## src/rtl/ep_status_pkg.sv

```systemverilog
package ep_status_pkg;
  localparam int STATUS_W = 4;
  localparam int BIT_FLOW  = 0;
  localparam int BIT_STALL = 1;
  localparam int BIT_NAK   = 2;
  localparam int BIT_TOG   = 3;

  typedef enum logic [1:0] {
    KIND_CTRL    = 2'd0,
    KIND_BULKINT = 2'd1,
    KIND_ISO_IN  = 2'd2,
    KIND_ISO_OUT = 2'd3
  } epKind_e;

  typedef struct packed {
    logic clrAll;
    logic setFlow;
    logic clrFlow;
    logic setStall;
    logic clrStall;
    logic loadCrc;
    logic crcVal;
    logic setNak;
    logic clrNak;
    logic setTog;
    logic clrTog;
  } flagStrb_t;
endpackage

```

## src/rtl/ep_status_ctrl.sv

```systemverilog
module ep_status_ctrl
  import ep_status_pkg::*;
#(
  parameter int MAX_TRANS = 3,
  localparam int CNT_W = $clog2(MAX_TRANS + 1)
) (
  input  logic             clk,
  input  logic             rstN,
  input  logic [1:0]       epKind,
  input  logic [CNT_W-1:0] nbTrans,
  input  logic             evSetup,
  input  logic             evInUnderflow,
  input  logic             evOutOverflow,
  input  logic             evStallSent,
  input  logic             evNakIn,
  input  logic             evOutData,
  input  logic             outCrcBad,
  input  logic             outToggleBad,
  input  logic             mfEnd,
  input  logic             bankValid,
  input  logic             bankSent,
  input  logic             fwClrFlow,
  input  logic             fwClrStall,
  input  logic             fwClrNak,
  input  logic             epReset,
  input  logic             epDisable,
  output flagStrb_t        strb
);
  localparam logic [CNT_W-1:0] CNT_MAX = CNT_W'(MAX_TRANS);

  logic [CNT_W-1:0] validCnt, sentCnt;
  logic [CNT_W:0]   validEff, sentEff;
  logic isCtrl, isBulk, isIsoIn, isIsoOut, highBw, wipe, cntErr;

  assign isCtrl   = (epKind == KIND_CTRL);
  assign isBulk   = (epKind == KIND_BULKINT);
  assign isIsoIn  = (epKind == KIND_ISO_IN);
  assign isIsoOut = (epKind == KIND_ISO_OUT);
  assign highBw   = (nbTrans > CNT_W'(1));
  assign wipe     = epReset | epDisable;

  // same-cycle bank strobes belong to the microframe that is closing
  assign validEff = {1'b0, validCnt} + (CNT_W+1)'(bankValid);
  assign sentEff  = {1'b0, sentCnt} + (CNT_W+1)'(bankSent);
  assign cntErr   = mfEnd & isIsoIn & (sentEff != '0) & (validEff < {1'b0, nbTrans});

  always_ff @(posedge clk or negedge rstN) begin
    if (!rstN) begin
      validCnt <= '0;
      sentCnt  <= '0;
    end else if (wipe || mfEnd) begin
      validCnt <= '0;
      sentCnt  <= '0;
    end else begin
      if (bankValid && validCnt != CNT_MAX) validCnt <= validCnt + 1'b1;
      if (bankSent && sentCnt != CNT_MAX)   sentCnt  <= sentCnt + 1'b1;
    end
  end

  always_comb begin
    strb.clrAll   = wipe;
    strb.setFlow  = (isCtrl & evSetup) | (isIsoIn & evInUnderflow) | (isIsoOut & evOutOverflow);
    strb.clrFlow  = fwClrFlow;
    strb.setStall = ((isCtrl | isBulk) & evStallSent) | cntErr;
    strb.clrStall = fwClrStall & ~isIsoOut;
    strb.loadCrc  = isIsoOut & evOutData;
    strb.crcVal   = outCrcBad;
    strb.setNak   = evNakIn;
    strb.clrNak   = fwClrNak;
    strb.setTog   = isIsoOut & highBw & evOutData & outToggleBad;
    strb.clrTog   = isIsoOut & highBw & evOutData & ~outToggleBad;
  end


  cnt_restart_chk: assert property (@(posedge clk) disable iff (!rstN)
    mfEnd |=> (validCnt == '0 && sentCnt == '0));


  cnt_wipe_chk: assert property (@(posedge clk) disable iff (!rstN)
    wipe |=> (validCnt == '0 && sentCnt == '0));
endmodule

```

## src/rtl/ep_status_dp.sv

```systemverilog
module ep_status_dp
  import ep_status_pkg::*;
(
  input  logic                clk,
  input  logic                rstN,
  input  flagStrb_t           strb,
  output logic [STATUS_W-1:0] flags
);
  always_ff @(posedge clk or negedge rstN) begin
    if (!rstN) begin
      flags <= '0;
    end else if (strb.clrAll) begin
      flags <= '0;
    end else begin
      if (strb.setFlow)       flags[BIT_FLOW] <= 1'b1;
      else if (strb.clrFlow)  flags[BIT_FLOW] <= 1'b0;

      if (strb.setStall)      flags[BIT_STALL] <= 1'b1;
      else if (strb.loadCrc)  flags[BIT_STALL] <= strb.crcVal;
      else if (strb.clrStall) flags[BIT_STALL] <= 1'b0;

      if (strb.setNak)        flags[BIT_NAK] <= 1'b1;
      else if (strb.clrNak)   flags[BIT_NAK] <= 1'b0;

      if (strb.setTog)        flags[BIT_TOG] <= 1'b1;
      else if (strb.clrTog)   flags[BIT_TOG] <= 1'b0;
    end
  end


  wipe_clears_chk: assert property (@(posedge clk) disable iff (!rstN)
    strb.clrAll |=> (flags == '0));


  nak_set_wins_chk: assert property (@(posedge clk) disable iff (!rstN)
    (strb.setNak && !strb.clrAll) |=> flags[BIT_NAK]);


  stall_hold_chk: assert property (@(posedge clk) disable iff (!rstN)
    (!strb.clrAll && !strb.setStall && !strb.loadCrc && !strb.clrStall)
      |=> $stable(flags[BIT_STALL]));
endmodule

```

## src/rtl/ep_status_flags.sv

```systemverilog
module ep_status_flags
  import ep_status_pkg::*;
(
  input  logic                clk,
  input  logic                rstN,
  input  logic [1:0]          epKind,
  input  logic [1:0]          nbTrans,
  input  logic                evSetup,
  input  logic                evInUnderflow,
  input  logic                evOutOverflow,
  input  logic                evStallSent,
  input  logic                evNakIn,
  input  logic                evOutData,
  input  logic                outCrcBad,
  input  logic                outToggleBad,
  input  logic                mfEnd,
  input  logic                bankValid,
  input  logic                bankSent,
  input  logic                fwClrFlow,
  input  logic                fwClrStall,
  input  logic                fwClrNak,
  input  logic                epReset,
  input  logic                epDisable,
  output logic [STATUS_W-1:0] statusWord
);
  flagStrb_t strb;

  ep_status_ctrl #(.MAX_TRANS(3)) u_ctrl (
    .clk(clk), .rstN(rstN), .epKind(epKind), .nbTrans(nbTrans),
    .evSetup(evSetup), .evInUnderflow(evInUnderflow), .evOutOverflow(evOutOverflow),
    .evStallSent(evStallSent), .evNakIn(evNakIn), .evOutData(evOutData),
    .outCrcBad(outCrcBad), .outToggleBad(outToggleBad), .mfEnd(mfEnd),
    .bankValid(bankValid), .bankSent(bankSent), .fwClrFlow(fwClrFlow),
    .fwClrStall(fwClrStall), .fwClrNak(fwClrNak), .epReset(epReset),
    .epDisable(epDisable), .strb(strb)
  );

  ep_status_dp u_dp (
    .clk(clk), .rstN(rstN), .strb(strb), .flags(statusWord)
  );


  tog_kind_chk: assert property (@(posedge clk) disable iff (!rstN)
    $rose(statusWord[BIT_TOG]) |-> ($past(epKind) == KIND_ISO_OUT && $past(nbTrans) > 2'd1));


  flow_rise_chk: assert property (@(posedge clk) disable iff (!rstN)
    $rose(statusWord[BIT_FLOW]) |-> $past(evSetup | evInUnderflow | evOutOverflow));
endmodule

```

## config.mk

```make
export PLATFORM = sky130hd
export DESIGN_NAME = ep_status_flags
export DESIGN_NICKNAME = d
export VERILOG_FILES = /design/src/rtl/ep_status_pkg.sv /design/src/rtl/ep_status_ctrl.sv /design/src/rtl/ep_status_dp.sv /design/src/rtl/ep_status_flags.sv
export SDC_FILE = /design/constraint.sdc
export NUM_CORES = 1
export LEC_CHECK = 0
export BUFFER_PORTS_ARGS = -buffer_cell sky130_fd_sc_hd__buf_4
export CAP_MARGIN = 40
export CORE_AREA = 2 2 46 48
export DETAILED_ROUTE_END_ITERATION = 8
export DIE_AREA = 0 0 48 50
export PLACE_DENSITY_LB_ADDON = 0.25
export SETUP_SLACK_MARGIN = 0.1
export SKIP_CTS_REPAIR_TIMING = 1
export SLEW_MARGIN = 5
export SYNTH_ARGS = -nofsm -noshare
export SYNTH_HDL_FRONTEND = slang
export SYNTH_SLANG_ARGS = --single-unit
export TNS_END_PERCENT = 50
```

## constraint.sdc

```tcl
create_clock -name clk -period 1.45 [get_ports clk]
set_input_delay 0.145 -clock clk [delete_from_list [all_inputs] [get_ports clk]]
set_output_delay 0.145 -clock clk [all_outputs]
set_load 0.05 [all_outputs]
```

== Word level (Yosys, flattened, before mapping) ==
Cells that the tools add are included.

* $add $sub $neg: 4
* $mul: 0
* Div/mod/pow operators: 0
* Magnitude comparators: 2
* Equality and inequality tests: 5
* Shift-type cells: 0
* Multiplexer cells: 14
* Bitwise gates (word level): 20
* Reduce and logical (&&, ||, !) cells: 11

{| class="wikitable"
|+ Operators by type and width
! cell !! count
|-
| AND 1 bit || 13
|-
| nonzero test 3 bit || 4
|-
| two-way mux 1 bit || 9
|-
| two-way mux 2 bit || 4
|-
| adder 2 x 1 -> 3 bit || 2
|-
| OR 1 bit || 5
|-
| adder 2 x 1 -> 2 bit (second input constant) || 2
|-
| == test 2 bit (second input constant) || 2
|-
| two-way mux 4 bit || 1
|-
| inequality test 2 bit (second input constant) || 2
|-
| nonzero test 2 bit || 2
|-
| nonzero test 4 bit || 1
|-
| less-than comparator 3 x 2 -> 1 bit || 1
|-
| == test 2 x 1 -> 1 bit (second input constant) || 1
|-
| > comparator 2 x 1 -> 1 bit (second input constant) || 1
|-
| logical AND 1 bit || 2
|-
| zero test 2 bit || 1
|-
| NOT 1 bit || 2
|-
| logical OR 1 bit || 1
|}

* Flip-flop bits (word level): 8
* Bits in latches: 0
* Memory bits (writable): 0
* Memory bits (read-only): 0
* Input port bits: 22
* Output and inout bits: 4
* Logic and storage cells: 62
* Memories kept: 0

== Longest topological paths before layout ==
Gate-level depths: netlist of run 1.

* Depth in word-level cells: 7
* Depth in mapped cells: 7
* Gate-level depth less buffers: 7

== Hierarchy ==
From an unflattened synthesis of run 1, not the netlist that was laid out.

* Cell total of the unflattened synthesis: 61
* Area total of the unflattened synthesis: 593.1 µm²

{| class="wikitable"
|+ Modules (own cells, without submodules)
! module !! instances !! cells each !! area an instance (µm²) !! sequential area each (µm²)
|-
| ep_status_ctrl || 1 || 45 || 429.2 || 100.1
|-
| ep_status_dp || 1 || 16 || 163.9 || 100.1
|}

== Worst setup path before layout of run 1 ==
No wires, ideal clock.

* Path type: register to register
* Start: reg u_ctrl.validCnt[0]
* End: reg u_dp.flags[1]
* Setup time: 0.094 ns
* Arrival: 1.443 ns
* Required time: 1.356 ns
* Setup slack: -0.087 ns
* Cell stages (with the launch flop): 8
* Path buffers: 0
* Period minus slack after synthesis: 1.537 ns
* Path through: dfrtp_1 ha_1 inv_1 fa_1 nor2_1 o21ai_0 o311ai_1 a211oi_1

* Longest elaborated chain between the ends: 6
* Elaborated cells between the ends (all ways): 7

{| class="wikitable"
|+ Ends and longest elaborated chain
! item !! RTL line !! text
|-
| from (decl) || ep_status_ctrl.sv:31 || <nowiki>logic [CNT_W-1:0] validCnt, sentCnt;</nowiki>
|-
| from (signal assigned) || ep_status_ctrl.sv:55 || <nowiki>if (bankValid && validCnt != CNT_MAX) validCnt <= validCnt + 1'b1;</nowiki>
|-
| adder 2 x 1 -> 3 bit (*) || ep_status_ctrl.sv:43 || <nowiki>assign validEff = {1'b0, validCnt} + (CNT_W+1)'(bankValid);</nowiki>
|-
| less-than comparator 3 x 2 -> 1 bit (*) || ep_status_ctrl.sv:45 || <nowiki>assign cntErr = mfEnd & isIsoIn & (sentEff != '0) & (validEff < {1'b0, nbTrans});</nowiki>
|-
| AND 1 bit (*) || ep_status_ctrl.sv:45 ||
|-
| OR 1 bit (*) || ep_status_ctrl.sv:64 || <nowiki>strb.setStall = ((isCtrl | isBulk) & evStallSent) | cntErr;</nowiki>
|-
| two-way mux 1 bit || ep_status_dp.sv:18 || <nowiki>if (strb.setStall) flags[BIT_STALL] <= 1'b1;</nowiki>
|-
| two-way mux 4 bit || ep_status_dp.sv:12 || <nowiki>end else if (strb.clrAll) begin</nowiki>
|-
| to (signal, indexed assignment) || ep_status_dp.sv:19 || <nowiki>else if (strb.loadCrc) flags[BIT_STALL] <= strb.crcVal;</nowiki>
|-
| to (decl) || ep_status_dp.sv:7 || <nowiki>output logic [STATUS_W-1:0] flags</nowiki>
|}

Every way passes the cells marked *; elsewhere a longest branch is shown, timed or not.
A chain may end at the register's enable or synchronous reset.

== Worst setup path after layout of run 1 ==
Ends and elaborated chain as after synthesis.

==> results of run 1 <==
[per-layer routing]
metal  wire length [um]  global-route usage [%]  part of all wire (%)
met1                544                    15.0                    46
met4                 10                    8.11                  0.85
met5                  0                       0                     0
met3                 72                    3.30                   6.1
met2                552                    15.8                    47
[sequential cells by signal, summed over array words and instances (netlist names)]
name             cells
u_ctrl.validCnt      2
u_ctrl.sentCnt       2
u_dp.flags           4
[area by class of cell]
type                       instances  share of cell area, %
inverter                           5                   2.34
tap                               27                   4.22
timing repair buffer              28                   26.6
multi-input combinational         40                   39.1
clock buffer                       3                   2.81
sequential                         8                   25.0
[path summary, 6_finish.rpt]
kind | from | end | slack [ns]
max in group asynchronous | rstN | u_dp.flags[2] | 1.08
hold / removal | epReset | u_dp.flags[1] | 0.08
setup / recovery | u_ctrl.validCnt[0] | u_dp.flags[1] | -0.09
hold reg to reg | u_ctrl.sentCnt[0] | u_ctrl.sentCnt[0] | 0.59
setup reg to reg | u_ctrl.validCnt[0] | u_dp.flags[1] | -0.09
min in group asynchronous | rstN | u_ctrl.sentCnt[1] | 0.25
[worst register-to-register path, cell delays in order (launching register included)]
cell      delay, ns
dfrtp_1        0.34
ha_2           0.19
inv_2          0.04
fa_1           0.47
nor2_1         0.04
o21ai_1        0.06
o311ai_1       0.11
a211oi_1       0.20
[synthesized netlist by cell type (all sizes together)]
master | count | share of area [%]
a221oi | 2 | 4.5
nor2 | 7 | 5.0
xnor2 | 2 | 3.3
o22ai | 1 | 1.2
nand2b | 1 | 1.2
nand2 | 2 | 1.4
ha | 6 | 14
and4b | 1 | 1.9
inv | 5 | 3.5
a21oi | 3 | 2.8
nor2b | 3 | 3.5
nor3 | 3 | 2.8
mux2i | 2 | 3.8
fa | 1 | 3.8
o21ai | 1 | 0.94
and3 | 1 | 1.2
or3 | 1 | 1.2
dfrtp | 8 | 38
mux2 | 1 | 2.8
a211oi | 1 | 1.4
o311ai | 1 | 1.7
[report_power, final]
group,switching [uW],leakage (uW),internal (uW)
Combinational,56.9,0.000296,69.5
Sequential,3.60,0.000110,229
Clock,74.7,0.0000138,94.6
Total,135,0.000420,393
[stage by stage]
step | instances | hold slack (ns)
2_1_floorplan | 53 | -0.151
3_3_place_gp | 107 | -0.0287
3_5_place_dp | 107 | -0.0309
4_1_cts | 110 | -0.308
5_1_grt | 111 | 0.0620
6_report | 111 | 0.0836
[logic make-up after synthesis]
group | after synthesis
flip-flops | 8
adder cells (fa/ha/maj) | 7
AND/OR/NAND/NOR | 19
buffers and inverters | 5
AO/OA/AOI/OAI | 9
XOR/XNOR | 2
multiplexers | 3
==> key figures, run 1 <==
Status
  – Status: finished, violations left
  – Failing checks: negative setup slack

Finish
  – Register area: about 200 um^2
  – Multi-input logic area: about 310 um^2
  – Layout cells sized above 1: between 40% and 50%
  – Layout net count: 115
  – Layout Area Growth over Synthesis: 51.3%
  – Final Core Density: between 40 and 50%
  – Layout fillers: 200
  – Antenna cell count: 0
  – Leading cell types in the layout, fill and taps excluded: 27 x buf_4, 8 x dfrtp_1, 7 x nor2_1
  – Design area: between 800 and 900 um^2
  – Most common cell after layout, fill and taps aside: buf_4

Route
  – Final ANT Viol Nets: 0
  – Vias per inst: 4.32
  – 1st-iter DRT viols: 3
  – Pre-Repair DR Iteration Count: 2
  – Routed length per instance: between 10 and 15 um
  – Routed Wire Length: between 1000 and 1500 um
  – Residual DRC count: 0
  – Vias: 479

STA
  – Fin worst setup slack: -0.0899 ns
  – Skew final: between 0.0002 and 0.00025 ns
  – Final hold violations: 0
  – Slew Limit Fails: 0
  – Final critical-path required period: 1.54 ns
  – RSZ-0062 raised after global routing: yes
  – Setup TNS: -0.0899 ns
  – Worst slew pin tran: 0.285 ns
  – Max Clock Freq: roughly 650 MHz
  – Relative slew slack: 81.0%
  – Final setup fails: 1
  – Period utilisation layout: 106%

Worst setup path
  – Startpoint type of the worst setup path: register
  – Crit Path Category: register to register
  – Critical path arrival: around 1.7 ns
  – Buf+Inv Stages, Crit Path: 1
  – Max incr delay on CP: around 0.47 ns
  – Crit-path cells: ha_2 -> inv_2 -> fa_1 -> nor2_1 -> o21ai_1 -> o311ai_1 -> a211oi_1
  – Cells on worst reg2reg path: 7
  – Worst setup EP type: register
  – Worst path depth: 7
  – WP data required: about 1.6 ns
  – CP max-delay cell: fa_1
  – Delay-heaviest family, CP: adder cells
  – Worst-path fanout max: 2

Floorplan
  – Die ar.: between 2000 and 2500 um^2
  – Starting density of the core: 27.8%
  – Die height: ~50 um
  – I/O pin total: 26
  – Row count: 16
  – Core box area: 1900 um^2
  – Die width: about 48 um

Power and ir drop
  – P per Cell Area: 660 nW/um^2
  – Largest vdd supply drop: 0.306 mV
  – Leak: around 0.00042 uW
  – Total power: roughly 530 uW

Clocking
  – TritonCTS buffer count: 3
  – CTS tree: yes
  – Clock transition at path regs: 0.05 ns
  – Clk Latency, worst-skew pair: 0.25 ns
  – H-tree depth reported by CTS: 1
  – Clock root buffer master: clkbuf_4
  – Clock Tree Buf Depth: 2
  – CTS sink cnt: 8

Logic synthesis
  – Syn_area_per_cell: 9.99 um^2
  – Mapped Cells: 53
  – Synth Register Bits: 8
  – Synth Area in XOR/XNOR: between 3 and 4%
  – Yosys Warn Count: 0
  – Syn nets: 82
  – Register area share after synthesis: between 30% and 40%
  – Post-Synth Simple-Gate Area: between 15 and 20%
  – Fraction of the mapped netlist area in adder cells: about 18%
  – Mapped Area: 529 um^2
  – Mux cell area share after synthesis: 6.62%
  – Compound-gate portion of the synthesized area: between 10% and 20%
  – Post-synthesis cell type count: 22
  – Largest family of logic cells by synthesized area: simple AND/OR/NAND/NOR gates

GRT
  – Pin count of the biggest net entering global routing: 9
  – Overflow after GRT: 0
  – Global-route wire length before repair: roughly 1900 um
  – Initial antenna violation count: 0
  – Vias in the first global route: about 460
  – Total track usage: a little under an eighth

Run
  – Max_cap viols: 0

Place
  – Worst slack, placed: -0.0872 ns
  – Final HPWL DP: 981 um
  – Placed cell area: approximately 770 um^2
  – Port Buffer Count: 25
  – GPL Wtd Cong: 0.709

Min path
  – Min-Delay Path Class: input port to register
  – Min-Delay Path Depth: 2
Power figures use the tool's default switching activity.
==> inputs of run 2 (changes only) <==
- BUFFER_PORTS_ARGS: -buffer_cell sky130_fd_sc_hd__buf_4 -> -buffer_cell sky130_fd_sc_hd__clkbuf_2
==> run 2 against run 1 <==
  * The flow still finishes with violations (negative setup slack)
  * Clock-buffer cell count did not move
  * Utilization shrank 3.2 points
  * Register-to-register slack worse by 0.02 ns
  * Worst setup slack lost 0.023 ns
  * Sequential power barely moved
  * Combinational power down 14%
  * Total power decreased by 2.6%
  * Die area unchanged
  * Worst hold slack better by 0.024 ns
  * Clock skew rose by 0.0053 ns
  * Critical path type unchanged
  * Largest power group unchanged
==> key figures, run 2 (synthesis results as in run 1) <==
Status
  – Status: finished, violations left (unchanged)
  – Failing checks: negative setup slack (unchanged)

Place
  – Final HPWL DP: 982 um (was 981 um)
  – GPL Wtd Cong: 0.684 (was 0.709)
  – Port Buffer Count: 25 (unchanged)
  – Placed cells: 107 (unchanged)

Clocking
  – H-tree depth reported by CTS: 1 (unchanged)
  – CTS sink cnt: 8 (unchanged)
  – Clock transition at path regs: 0.06 ns (was 0.05 ns)
  – TritonCTS buffer count: 3 (unchanged)
  – Clk Latency, worst-skew pair: 0.26 ns (was 0.25 ns)
  – Clock Tree Buf Depth: 2 (unchanged)
  – CTS tree: yes (unchanged)
  – Clock root buffer master: clkbuf_4 (unchanged)

GRT
  – Vias in the first global route: 448 (was 463)
  – Initial antenna violation count: 0 (unchanged)
  – Global-route wire length before repair: 1850 um (was 1890 um)
  – Pin count of the biggest net entering global routing: 9 (unchanged)
  – Overflow after GRT: 0 (unchanged)
  – Total track usage: 11.3% (was 11.6%)

Run
  – Max_cap viols: 0 (unchanged)

Finish
  – Layout Area Growth over Synthesis: 40.0% (was 51.3%)
  – Reg with most FFs: u_dp.flags (unchanged)
  – Antenna cell count: 0 (unchanged)
  – Layout cells sized above 1: 41.7% (was 40.5%)
  – Leading cell types in the layout, fill and taps excluded: 25 x clkbuf_2, 8 x dfrtp_1, 7 x nor2_1 (was 27 x buf_4, 8 x dfrtp_1, 7 x nor2_1)
  – Most common cell after layout, fill and taps aside: clkbuf_2 (was buf_4)
  – Biggest regs: u_dp.flags: 4 flops, u_ctrl.sentCnt: 2 flops, u_ctrl.validCnt: 2 flops (unchanged)
  – Layout net count: 115 (unchanged)
  – Layout fillers: 218 (was 200)
  – Final cell count without fillers: 111 (unchanged)
  – Max reg flops: 4 (unchanged)

STA
  – Skew final: 0.00551 ns (was 0.000239 ns)
  – Final setup fails: 1 (unchanged)
  – Max Clock Freq: 640 MHz (was 649 MHz)
  – Fin worst setup slack: -0.113 ns (was -0.0899 ns)
  – Slew Limit Fails: 0 (unchanged)
  – Period utilisation layout: 108% (was 106%)
  – Relative slew slack: 80.7% (was 81.0%)
  – Final hold violations: 0 (unchanged)
  – Worst slew pin tran: 0.290 ns (was 0.285 ns)
  – Final critical-path required period: 1.56 ns (was 1.54 ns)
  – RSZ-0062 raised after global routing: yes (unchanged)

Floorplan
  – Die ar.: 2400 um^2 (unchanged)
  – Die height: 50 um (unchanged)
  – Die width: 48 um (unchanged)
  – Starting density of the core: 27.8% (unchanged)
  – Core box area: 1900 um^2 (unchanged)
  – I/O pin total: 26 (unchanged)
  – Row count: 16 (unchanged)

Route
  – Pre-Repair DR Iteration Count: 1 (was 2)
  – Vias per inst: 4.33 (was 4.32)
  – Routed length per instance: 10.6 um (about the same)
  – Residual DRC count: 0 (unchanged)
  – Routed length on met2: 564 um (was 552 um)
  – Top Metal Used: met4 (unchanged)
  – WL met3: 77 um (was 72 um)
  – Vias: 481 (was 479)
  – 1st-iter DRT viols: 0 (was 3)
  – Routed Wire Length: 1180 um (about the same)
  – Metal-1 WL: 505 um (was 544 um)
  – Final ANT Viol Nets: 0 (unchanged)

Min path
  – Worst hold start: epReset (unchanged)
  – Min-Delay Path Depth: 2 (unchanged)
  – Min-Delay Path Class: input port to register (unchanged)
  – Endpoint, Worst Hold: u_dp.flags[1] (unchanged)

Worst setup path
  – Critical path arrival: 1.73 ns (was 1.70 ns)
  – Startpoint type of the worst setup path: register (unchanged)
  – Crit Path Category: register to register (unchanged)
  – Reg-to-Reg End: u_dp.flags[1] (unchanged)
  – Worst-path fanout max: 2 (unchanged)
  – Cells on worst reg2reg path: 7 (unchanged)
  – Setup slack, reg-to-reg: -0.11 ns (was -0.09 ns)
  – WP data required: 1.62 ns (was 1.61 ns)
  – Worst R2R Start: u_ctrl.validCnt[0] (unchanged)
  – Worst setup EP type: register (unchanged)

Power and ir drop
  – Total power: 515 uW (was 528 uW)
  – P per Cell Area: 695 nW/um^2 (was 660 nW/um^2)
  – Leak: 0.000404 uW (was 0.000420 uW)
  – Largest vdd supply drop: 0.366 mV (was 0.306 mV)
## run 2: changes by cell type in the layout (fill, tap and decap cells not counted), sizes merged
cell and delta:
buf -25, clkbuf +25
## run 2: power breakdown
group / internal, uW / leakage, uW / switching, uW
logic: 51.4 / 0.000280 / 56.7
registers: 229 / 0.000110 / 3.58
clock network: 94.9 / 0.0000138 / 78.8
## run 2: critical path, stage by stage (launching register included)
cell and delay [ns]:
dfrtp_1 0.34, ha_2 0.18, inv_2 0.04, fa_1 0.47, nor2_1 0.04, o21ai_1 0.07, o311ai_1 0.11, a211oi_1 0.23
## run 2: area by class of cell
cell class                      count  area (um^2)  share of cell area (%)
Timing Repair Buffer               28          150                    20.3
Sequential cell                     8          200                    27.0
Multi-Input combinational cell     40          315                    42.6
Inverter                            5         18.8                    2.53
Tap cell                           27         33.8                    4.56
Clock buffer                        3         22.5                    3.04
## run 2: worst max-delay path by stage
stage / start / endpoint / slack, ns / cells past startpoint
floorplan: u_ctrl.validCnt[0] / u_dp.flags[1] / -0.07 / 7
global placement: u_ctrl.validCnt[0] / u_dp.flags[1] / -0.08 / 7
detailed placement: u_ctrl.validCnt[0] / u_dp.flags[1] / -0.1 / 7
CTS: u_ctrl.validCnt[0] / u_dp.flags[1] / -0.11 / 7
global route: u_ctrl.validCnt[0] / u_dp.flags[1] / -0.21 / 7
finish: u_ctrl.validCnt[0] / u_dp.flags[1] / -0.11 / 7
## run 2: layer usage
metal | GRT usage (%) | vias up
met5 | 0 | -
met2 | 15.8 | 15
met1 | 13.7 | 213
met4 | 9.46 | 0
li1 | - | 249
met3 | 2.93 | 4
## run 2: stage by stage
step / TNS [ns] / utilization, % / hold WS, ns / setup slack (ns) / area (um^2)
floorplan: -0.0687 / - / -0.151 / -0.0687 / 532
global placement: -0.0795 / 37.1 / 0.00762 / -0.0795 / 706
detailed placement: -0.0996 / 37.1 / 0.00907 / -0.0996 / 706
CTS: -0.114 / 38.3 / -0.272 / -0.114 / 728
global route: -0.213 / 38.9 / 0.113 / -0.213 / 741
finish: -0.113 / 38.9 / 0.107 / -0.113 / 741
